===== src/rtl/act_led_pkg.sv =====
package act_led_pkg;

  typedef enum logic [1:0] {
    HS_OFF  = 2'd0,
    HS_FULL = 2'd1,
    HS_HALF = 2'd2
  } hold_st_t;

endpackage


===== src/rtl/act_led_pwm.sv =====
module act_led_pwm #(
  parameter int ENV_W = 8
) (
  input  logic             clk,
  input  logic             rst_n,
  input  logic [ENV_W-1:0] env_i,
  output logic             lit_o
);

  logic [ENV_W-1:0] acc_q, acc_d;
  logic             lit_q, carry_d;

  // Wrapping accumulator; the carry becomes the lit bit for the next cycle
  always_comb begin
    {carry_d, acc_d} = {1'b0, acc_q} + {1'b0, env_i};
  end

  always_ff @(posedge clk or negedge rst_n) begin
    if (!rst_n) begin
      acc_q <= '0;
      lit_q <= 1'b0;
    end else begin
      acc_q <= acc_d;
      lit_q <= carry_d;
    end
  end

  assign lit_o = lit_q;

endmodule


===== src/rtl/act_led_hold.sv =====
module act_led_hold
  import act_led_pkg::*;
#(
  parameter int ENV_W      = 8,
  parameter int HOLD_TICKS = 1000
) (
  input  logic             clk,
  input  logic             rst_n,
  input  logic             tick_i,
  input  logic             gate_i,
  input  logic [ENV_W-1:0] env_i,
  input  logic             phase_i,
  output logic             lit_o
);

  localparam int               CNT_W   = $clog2(HOLD_TICKS + 1);
  localparam logic [CNT_W-1:0] HOLD_LD = CNT_W'(HOLD_TICKS);

  hold_st_t         st_q, st_d;
  logic [CNT_W-1:0] cnt_q, cnt_d;
  logic             gate_q;
  logic             rise;
  logic             env_zero;

  assign rise     = gate_i & ~gate_q;
  assign env_zero = (env_i == '0);

  always_comb begin
    st_d  = st_q;
    cnt_d = cnt_q;
    if (rise) begin
      st_d  = HS_FULL;
      cnt_d = HOLD_LD;
    end else begin
      unique case (st_q)
        HS_FULL: begin
          if (tick_i) begin
            if (cnt_q <= CNT_W'(1)) begin
              st_d  = env_zero ? HS_OFF : HS_HALF;
              cnt_d = '0;
            end else begin
              cnt_d = cnt_q - CNT_W'(1);
            end
          end
        end
        HS_HALF: begin
          if (env_zero) st_d = HS_OFF;
        end
        default: begin
          st_d = HS_OFF;
        end
      endcase
    end
  end

  always_ff @(posedge clk or negedge rst_n) begin
    if (!rst_n) begin
      st_q   <= HS_OFF;
      cnt_q  <= '0;
      gate_q <= 1'b0;
    end else begin
      st_q   <= st_d;
      cnt_q  <= cnt_d;
      gate_q <= gate_i;
    end
  end

  assign lit_o = (st_q == HS_FULL) | ((st_q == HS_HALF) & phase_i);

endmodule


===== src/rtl/act_led_chan.sv =====
module act_led_chan #(
  parameter int ENV_W      = 8,
  parameter int HOLD_TICKS = 1000
) (
  input  logic             clk,
  input  logic             rst_n,
  input  logic             tick_i,
  input  logic             gate_i,
  input  logic [ENV_W-1:0] env_i,
  input  logic             phase_i,
  input  logic             mode_i,
  input  logic             inv_i,
  output logic             led_o
);

  logic lit_pwm, lit_hold, lit_sel;

  act_led_pwm #(.ENV_W(ENV_W)) u_pwm (
    .clk   (clk),
    .rst_n (rst_n),
    .env_i (env_i),
    .lit_o (lit_pwm)
  );

  act_led_hold #(.ENV_W(ENV_W), .HOLD_TICKS(HOLD_TICKS)) u_hold (
    .clk     (clk),
    .rst_n   (rst_n),
    .tick_i  (tick_i),
    .gate_i  (gate_i),
    .env_i   (env_i),
    .phase_i (phase_i),
    .lit_o   (lit_hold)
  );

  assign lit_sel = mode_i ? lit_hold : lit_pwm;
  assign led_o   = lit_sel ^ inv_i;

endmodule


===== src/rtl/act_led_drv.sv =====
module act_led_drv #(
  parameter int NVOICE     = 3,
  parameter int ENV_W      = 8,
  parameter int HOLD_TICKS = 1000
) (
  input  logic                    clk,
  input  logic                    rst_n,
  input  logic                    tick_i,
  input  logic [NVOICE*ENV_W-1:0] voice_env_i,
  input  logic [NVOICE-1:0]       voice_gate_i,
  input  logic [ENV_W-1:0]        digi_lvl_i,
  input  logic                    digi_gate_i,
  input  logic                    mode_i,
  input  logic                    inv_i,
  output logic [NVOICE:0]         led_o
);

  localparam int NCH = NVOICE + 1;

  logic [NCH*ENV_W-1:0] env_all;
  logic [NCH-1:0]       gate_all;
  logic                 phase_q;

  assign env_all  = {digi_lvl_i, voice_env_i};
  assign gate_all = {digi_gate_i, voice_gate_i};

  // Shared half-brightness phase, flips every cycle
  always_ff @(posedge clk or negedge rst_n) begin
    if (!rst_n) phase_q <= 1'b0;
    else        phase_q <= ~phase_q;
  end

  for (genvar g = 0; g < NCH; g++) begin : g_ch
    act_led_chan #(.ENV_W(ENV_W), .HOLD_TICKS(HOLD_TICKS)) u_ch (
      .clk     (clk),
      .rst_n   (rst_n),
      .tick_i  (tick_i),
      .gate_i  (gate_all[g]),
      .env_i   (env_all[g*ENV_W +: ENV_W]),
      .phase_i (phase_q),
      .mode_i  (mode_i),
      .inv_i   (inv_i),
      .led_o   (led_o[g])
    );
  end

endmodule


===== config.mk =====
export PLATFORM = sky130hd
export DESIGN_NAME = act_led_drv
export DESIGN_NICKNAME = d
export VERILOG_FILES = /design/src/rtl/act_led_pkg.sv /design/src/rtl/act_led_pwm.sv /design/src/rtl/act_led_hold.sv /design/src/rtl/act_led_chan.sv /design/src/rtl/act_led_drv.sv
export SDC_FILE = /design/constraint.sdc
export NUM_CORES = 1
export LEC_CHECK = 0
export ABC_AREA = 1
export BUFFER_PORTS_ARGS = -buffer_cell sky130_fd_sc_hd__buf_2
export CORE_UTILIZATION = 50
export DETAILED_ROUTE_END_ITERATION = 7
export HOLD_SLACK_MARGIN = 0.03
export PLACE_DENSITY_LB_ADDON = 0.2
export SLEW_MARGIN = 20
export SYNTH_ARGS = -nofsm -noshare
export SYNTH_HDL_FRONTEND = slang
export SYNTH_SLANG_ARGS = --single-unit

===== constraint.sdc =====
create_clock -name clk -period 1.3 [get_ports clk]
set_input_delay 0.13 -clock clk [delete_from_list [all_inputs] [get_ports clk]]
set_output_delay 0.13 -clock clk [all_outputs]
set_load 0.005 [all_outputs]

# After elaboration in Yosys (flattened, before gate mapping)

Cells that the tools add are included.

Memory bits (writable): 0
Flip-flop bits (word level): 89
Output and inout bits: 4
Memories kept: 0
Latch bits: 0
Bits in read-only memories: 0
Logic and storage cells: 138

Multipliers: 0
Bitwise operators: 21
Add/sub/neg operators: 8
Divide/modulo/power cells: 0
Muxes and demuxes: 44
Shift operators: 0
Reductions and logical operators: 20
Magnitude comparators: 4
Equal/unequal tests: 20

Operators with widths:

| kind                  | number |
|---|---|
| $mux 10               | 16 |
| $le 10x1->1 const B   | 4 |
| $mux 2                | 20 |
| $sub 10x1->10 const B | 4 |
| $add 8x8->9           | 4 |
| $ne 3x3->1 const B    | 12 |
| $logic_not 8->1       | 4 |
| $pmux 2 s2            | 4 |
| $reduce_bool 2->1     | 8 |
| $reduce_and 3->1      | 4 |
| $and 1x1->1           | 8 |
| $eq 2x1->1 const B    | 4 |
| $eq 2x2->1 const B    | 4 |
| $reduce_and 2->1      | 4 |
| $not 1->1             | 5 |
| $mux 1                | 4 |
| $or 1x1->1            | 4 |
| $xor 1x1->1           | 4 |

# Depth between registers and ports, before layout

Depth after elaboration: 6
Depth in mapped cells: 9
Mapped depth without buffers: 9

# Cells and area by module

From an unflattened synthesis, not the netlist that was laid out.

Cell total of the unflattened synthesis: 758
Area total of the unflattened synthesis: 5814.3 um2

By module, submodules not included:

| module                               | cells an instance | instances | area an instance (um2) |
|---|---|---|---|
| act_led_hold                         | 110               | 4         | 819.5 |
| act_led_pwm (g_ch[0].u_ch.u_pwm ...) | 68                | 2         | 601.8 |
| act_led_pwm (g_ch[2].u_ch.u_pwm ...) | 68                | 2         | 564.3 |
| act_led_chan                         | 11                | 4         | 43.8 |
| act_led_drv                          | 2                 | 1         | 28.8 |

# Worst setup path after synthesis

OpenSTA, ideal clock, no wires.

Kind: flip-flop to flip-flop
Start: register g_ch[3].u_ch.u_pwm.acc_q[0]
End: register g_ch[3].u_ch.u_pwm.acc_q[4]
Arrival: 1.284 ns
Path slack: -0.108 ns
Clock period less this slack: 1.408 ns
Buffers on the path: 0
Cell stages (with the launch flop): 6
Cells stage by stage: dfrtp_1 -> ha_1 -> fa_1 -> nand3_1 -> nand2_1 -> xor2_1

Cells in the longest elaborated chain, start to end: 1

RTL lines:

| what                            | RTL line          | RTL |
|---|---|---|
| from (decl)                     | act_led_pwm.sv:10 | `logic [ENV_W-1:0] acc_q, acc_d;` |
| from (signal assigned)          | act_led_pwm.sv:20 | `acc_q <= '0;` |
| from (signal assigned)          | act_led_pwm.sv:23 | `acc_q <= acc_d;` |
| $add 8x8->9                     | act_led_pwm.sv:15 | `{carry_d, acc_d} = {1'b0, acc_q} + {1'b0, env_i};` |
| via g_ch[3].u_ch.u_pwm.acc_d[4] | act_led_pwm.sv:10 |  |

The timed path passes the listed nets, and every way through them passes these cells.
A chain may end at the register's enable or synchronous reset.

# Worst setup path after layout

Start: register g_ch[3].u_ch.u_hold.st_q[0]
End: output led_o[3]

Cells in the longest elaborated chain, start to end: 5
Elaborated cells on any way between the ends: 6
Those cells by class: eq/ne (2); mux (1); bitwise (3)

RTL lines:

| what                   | RTL line           | RTL |
|---|---|---|
| from (decl)            | act_led_hold.sv:19 | `hold_st_t st_q, st_d;` |
| from (signal assigned) | act_led_hold.sv:62 | `st_q <= st_d;` |
| $eq 2x2->1             | act_led_hold.sv:68 | `assign lit_o = (st_q == HS_FULL) \| ((st_q == HS_HALF) & phase_i);` |
| $and 1x1->1            | act_led_hold.sv:68 |  |
| $or 1x1->1 (*)         | act_led_hold.sv:68 |  |
| $mux 1 (*)             | act_led_chan.sv:35 | `assign lit_sel = mode_i ? lit_hold : lit_pwm;` |
| $xor 1x1->1 (*)        | act_led_chan.sv:36 | `assign led_o = lit_sel ^ inv_i;` |
| to (decl)              | act_led_drv.sv:15  | `output logic [NVOICE:0] led_o` |

Every way passes the cells marked *; elsewhere a longest branch is shown, timed or not.

==> reports/qor.txt <==
Footprint of the multi-input gates = 3980 um^2
Arrival time worst endpoint = 1.45 ns
Crit-path cells = inv_2, nor2_4, inv_2, nand3_2, o21ai_2, xor2_1, buf_2
Die width = 107 um
Grt ovf = 0
Yosys warns = 0
Register Area = 2230 um^2
Number of flops mapped to enable cells by yosys = 0
Worst Hold Depth = 2
Largest net degree at the start of global routing = 90
Yosys reg bits = 89
CP most frequent cell = inv_2
Most common cell after layout, fill and taps aside = nand2_1
CTS Buf Count = 9
Antenna violations before repair = 0
Crit path kind = reg2out
ANT cells = 0
CP top delay family = flip-flops
Vias per inst = 5.23
Most frequent cells in the layout = nand2_1 (120), dfrtp_1 (85), buf_4 (77)
Slew Limit Fails = 0
Fin worst setup slack = -0.277 ns
Total power = 16.4 mW
Synth-to-layout area growth = 44.4%
DRT Pass-1 Iters = 4
Initial DRC count = 237
Min cycle time layout = 1.58 ns
WL final = 14200 um
Clock slew at reported path FFs = 0.09 ns
Fin Clk Skew = 0.0128 ns
WHS = -0.00260 ns
Crit-path max cell delay = 0.42 ns
Mapped Avg Cell Area = 7.93 um^2
Mapped cell area = 5520 um^2
Setup_tns = -2.41 ns
Non-Filler Instances = 986
Syn nets = 781
Reg-to-reg slack, setup = -0.13 ns
Die Area = 11500 um^2
Startpoint types = register
Worst-case reg-to-reg path depth = 8
Hold Vio Cnt, Final = 1
Fillers = 688
Worst Hold Class = in2reg
Most used DFF post-synth = dfrtp_1
# H-tree levels = 3
Peak Freq = 634 MHz
Total number of vias = 5161
I/O pins = 45
Clk root buf = clkbuf_8
Max-slew headroom = 65.8%
Site Rows = 37
Hold_sp = voice_env_i[8]
Post-DR wirelength/cell = 14.4 um
Worst Path Buf+Inv = 3
Clk buf depth = 2
Utilization after layout = 75.8%
RR Endpoint = g_ch[2].u_ch.u_pwm.lit_o$_DFF_PN0_
Maximum capacitance violations = 0
Final setup vio count = 40
Final period util = 121%
Detail Route Antenna Nets = 0
RSZ-0062 raised after global routing = yes
First-pass GRT wire length = 21700 um
Core area = 10500 um^2
Crit end category = primary output
Placer congestion estimate = 0.883
CTS tree = done
Clk_lat worst skew = 0.39 ns
Netlist cell types = 31
Placed Cells = 935
Share of the yosys chip area belonging to registers = 40.4%
Status = complete, but fails checks
HPWL Detailed = 8660 um
Clock Sinks = 89
WP data required = 1.17 ns
Starting Density = 52.5%
Power per Cell Area = 2060 nW/um^2
Worst VDD drop = 1390 uV
Hold Crit Endpoint = g_ch[1].u_ch.u_pwm.acc_q[0]$_DFF_PN0_
Vias in the first global route = 4927
Critical-path top delay cell = dfrtp_1
# DRC = 0
Pin slew with the least headroom to its limit = 0.513 ns
Proportion of layout cells with a drive suffix above 1 = 45.2%
GRT Overall Usage = 24.2%
Start of the worst register-to-register path = g_ch[2].u_ch.u_pwm.acc_q[0]$_DFF_PN0_
Worst Path Max Fanout = 3
Failing checks = negative hold slack, negative setup slack
Nets = 930
Die span in y = 107 um
Async S/R FF share, synth = 100%
PortBufs = 44
P_leak = 3.78 nW
Post-Syn Instances = 696
## worst register-to-register path, delay by kind of cell (launching register included)
family / cells / cell delay, ns
adders and majority gates: 2 / 0.55
AOI/OAI and AO/OA: 1 / 0.12
and+or+nand+nor: 3 / 0.23
buffers and inverters: 2 / 0.12
DFF: 1 / 0.34
## cells in the mapped netlist (5+ instances only)
master	number	share of area, %
nor2_4	5	1.0
o21ai_0	31	2.8
buf_4	5	0.68
xnor2_1	7	1.1
nand4_1	14	1.6
xor2_1	35	5.6
nor2_2	10	1.1
dfrtp_1	89	40
ha_1	40	9.1
inv_1	89	6.1
nand2_2	5	0.57
nor2_1	85	5.8
nand2_1	158	11
a21oi_1	43	3.9
nand3_1	50	4.5
## per-layer routing
layer / part of all wire [%] / wire length [um] / vias up / global-route usage, %
met5: 0 / 0 / - / 0
met4: 1.8 / 255 / 0 / 7.93
met3: 3.4 / 484 / 22 / 4.92
met2: 52 / 7410 / 99 / 41.8
met1: 43 / 6070 / 2505 / 30.1
li1: - / - / 2535 / -
## cells by family (layout without fill, tap and decap cells)
kind of cell	Yosys count	after routing	share of synthesized area [%]
xor gates and xnor gates	42	42	6.67
buffers and inverters	96	250	6.87
adders and majority gates	44	44	10.5
and+or+nand+nor	338	338	27.1
AOI/OAI and AO/OA	87	87	8.48
DFF	89	89	40.4
## what timing repair did
item / 4_1_cts / 5_1_grt
endpoints found under the hold margin: 97 / 4
setup endpoints to repair: 60 / 74
resized for setup: 78 / 201
buffers inserted: 7 / 24
pin swaps: 30 / 90
hold buffers: 7 / 2
## sequential cells by signal, summed over array words and instances, names as in the netlist
register	flops
g_ch.u_ch.u_hold.st_q	8
phase_q	1
g_ch.u_ch.u_hold.gate_q	4
g_ch.u_ch.u_hold.cnt_q	40
g_ch.u_ch.u_pwm.acc_q	32
g_ch.u_ch.u_pwm.lit_o	4
## through the flow
stage                     instance area, um^2  setup slack [ns]
after floorplan                          5550           -0.0203
after global routing                     7970            -0.367
after global placement                   6400           -0.0747
after CTS                                7070            -0.280
final                                    7970            -0.277
after detailed placement                 6400            -0.112
## where the power goes
group / leakage (nW) / switching (mW) / total (mW) / internal (mW)
logic: 2.65 / 4.85 / 9.55 / 4.71
clock network: 0.0994 / 1.08 / 1.97 / 0.889
registers: 1.03 / 1.01 / 4.88 / 3.87
## worst max-delay path by stage
stage                                            start                                     to  slack (ns)  cells past startpoint
3_5_place_dp     g_ch[2].u_ch.u_pwm.acc_q[0]$_DFF_PN0_     g_ch[2].u_ch.u_pwm.lit_o$_DFF_PN0_       -0.11                      8
3_3_place_gp     g_ch[2].u_ch.u_pwm.acc_q[0]$_DFF_PN0_     g_ch[2].u_ch.u_pwm.lit_o$_DFF_PN0_       -0.07                      8
2_1_floorplan    g_ch[3].u_ch.u_pwm.acc_q[0]$_DFF_PN0_  g_ch[3].u_ch.u_pwm.acc_q[6]$_DFF_PN0_       -0.02                      5
6_report       g_ch[3].u_ch.u_hold.st_q[0]$_DFFE_PN0P_                               led_o[3]       -0.28                      7
4_1_cts        g_ch[3].u_ch.u_hold.st_q[1]$_DFFE_PN0P_                               led_o[3]       -0.28                      7
5_1_grt        g_ch[3].u_ch.u_hold.st_q[1]$_DFFE_PN0P_                               led_o[3]       -0.37                      7
## layout make-up
type,instances,share of cell area (%)
timing repair buffer,143,13.2
multi-input combinational,511,49.9
tap,136,2.14
sequential,89,28.0
clock inverter,7,0.879
inverter,91,4.32
clock buffer,9,1.55
Power figures use the tool's default switching activity.
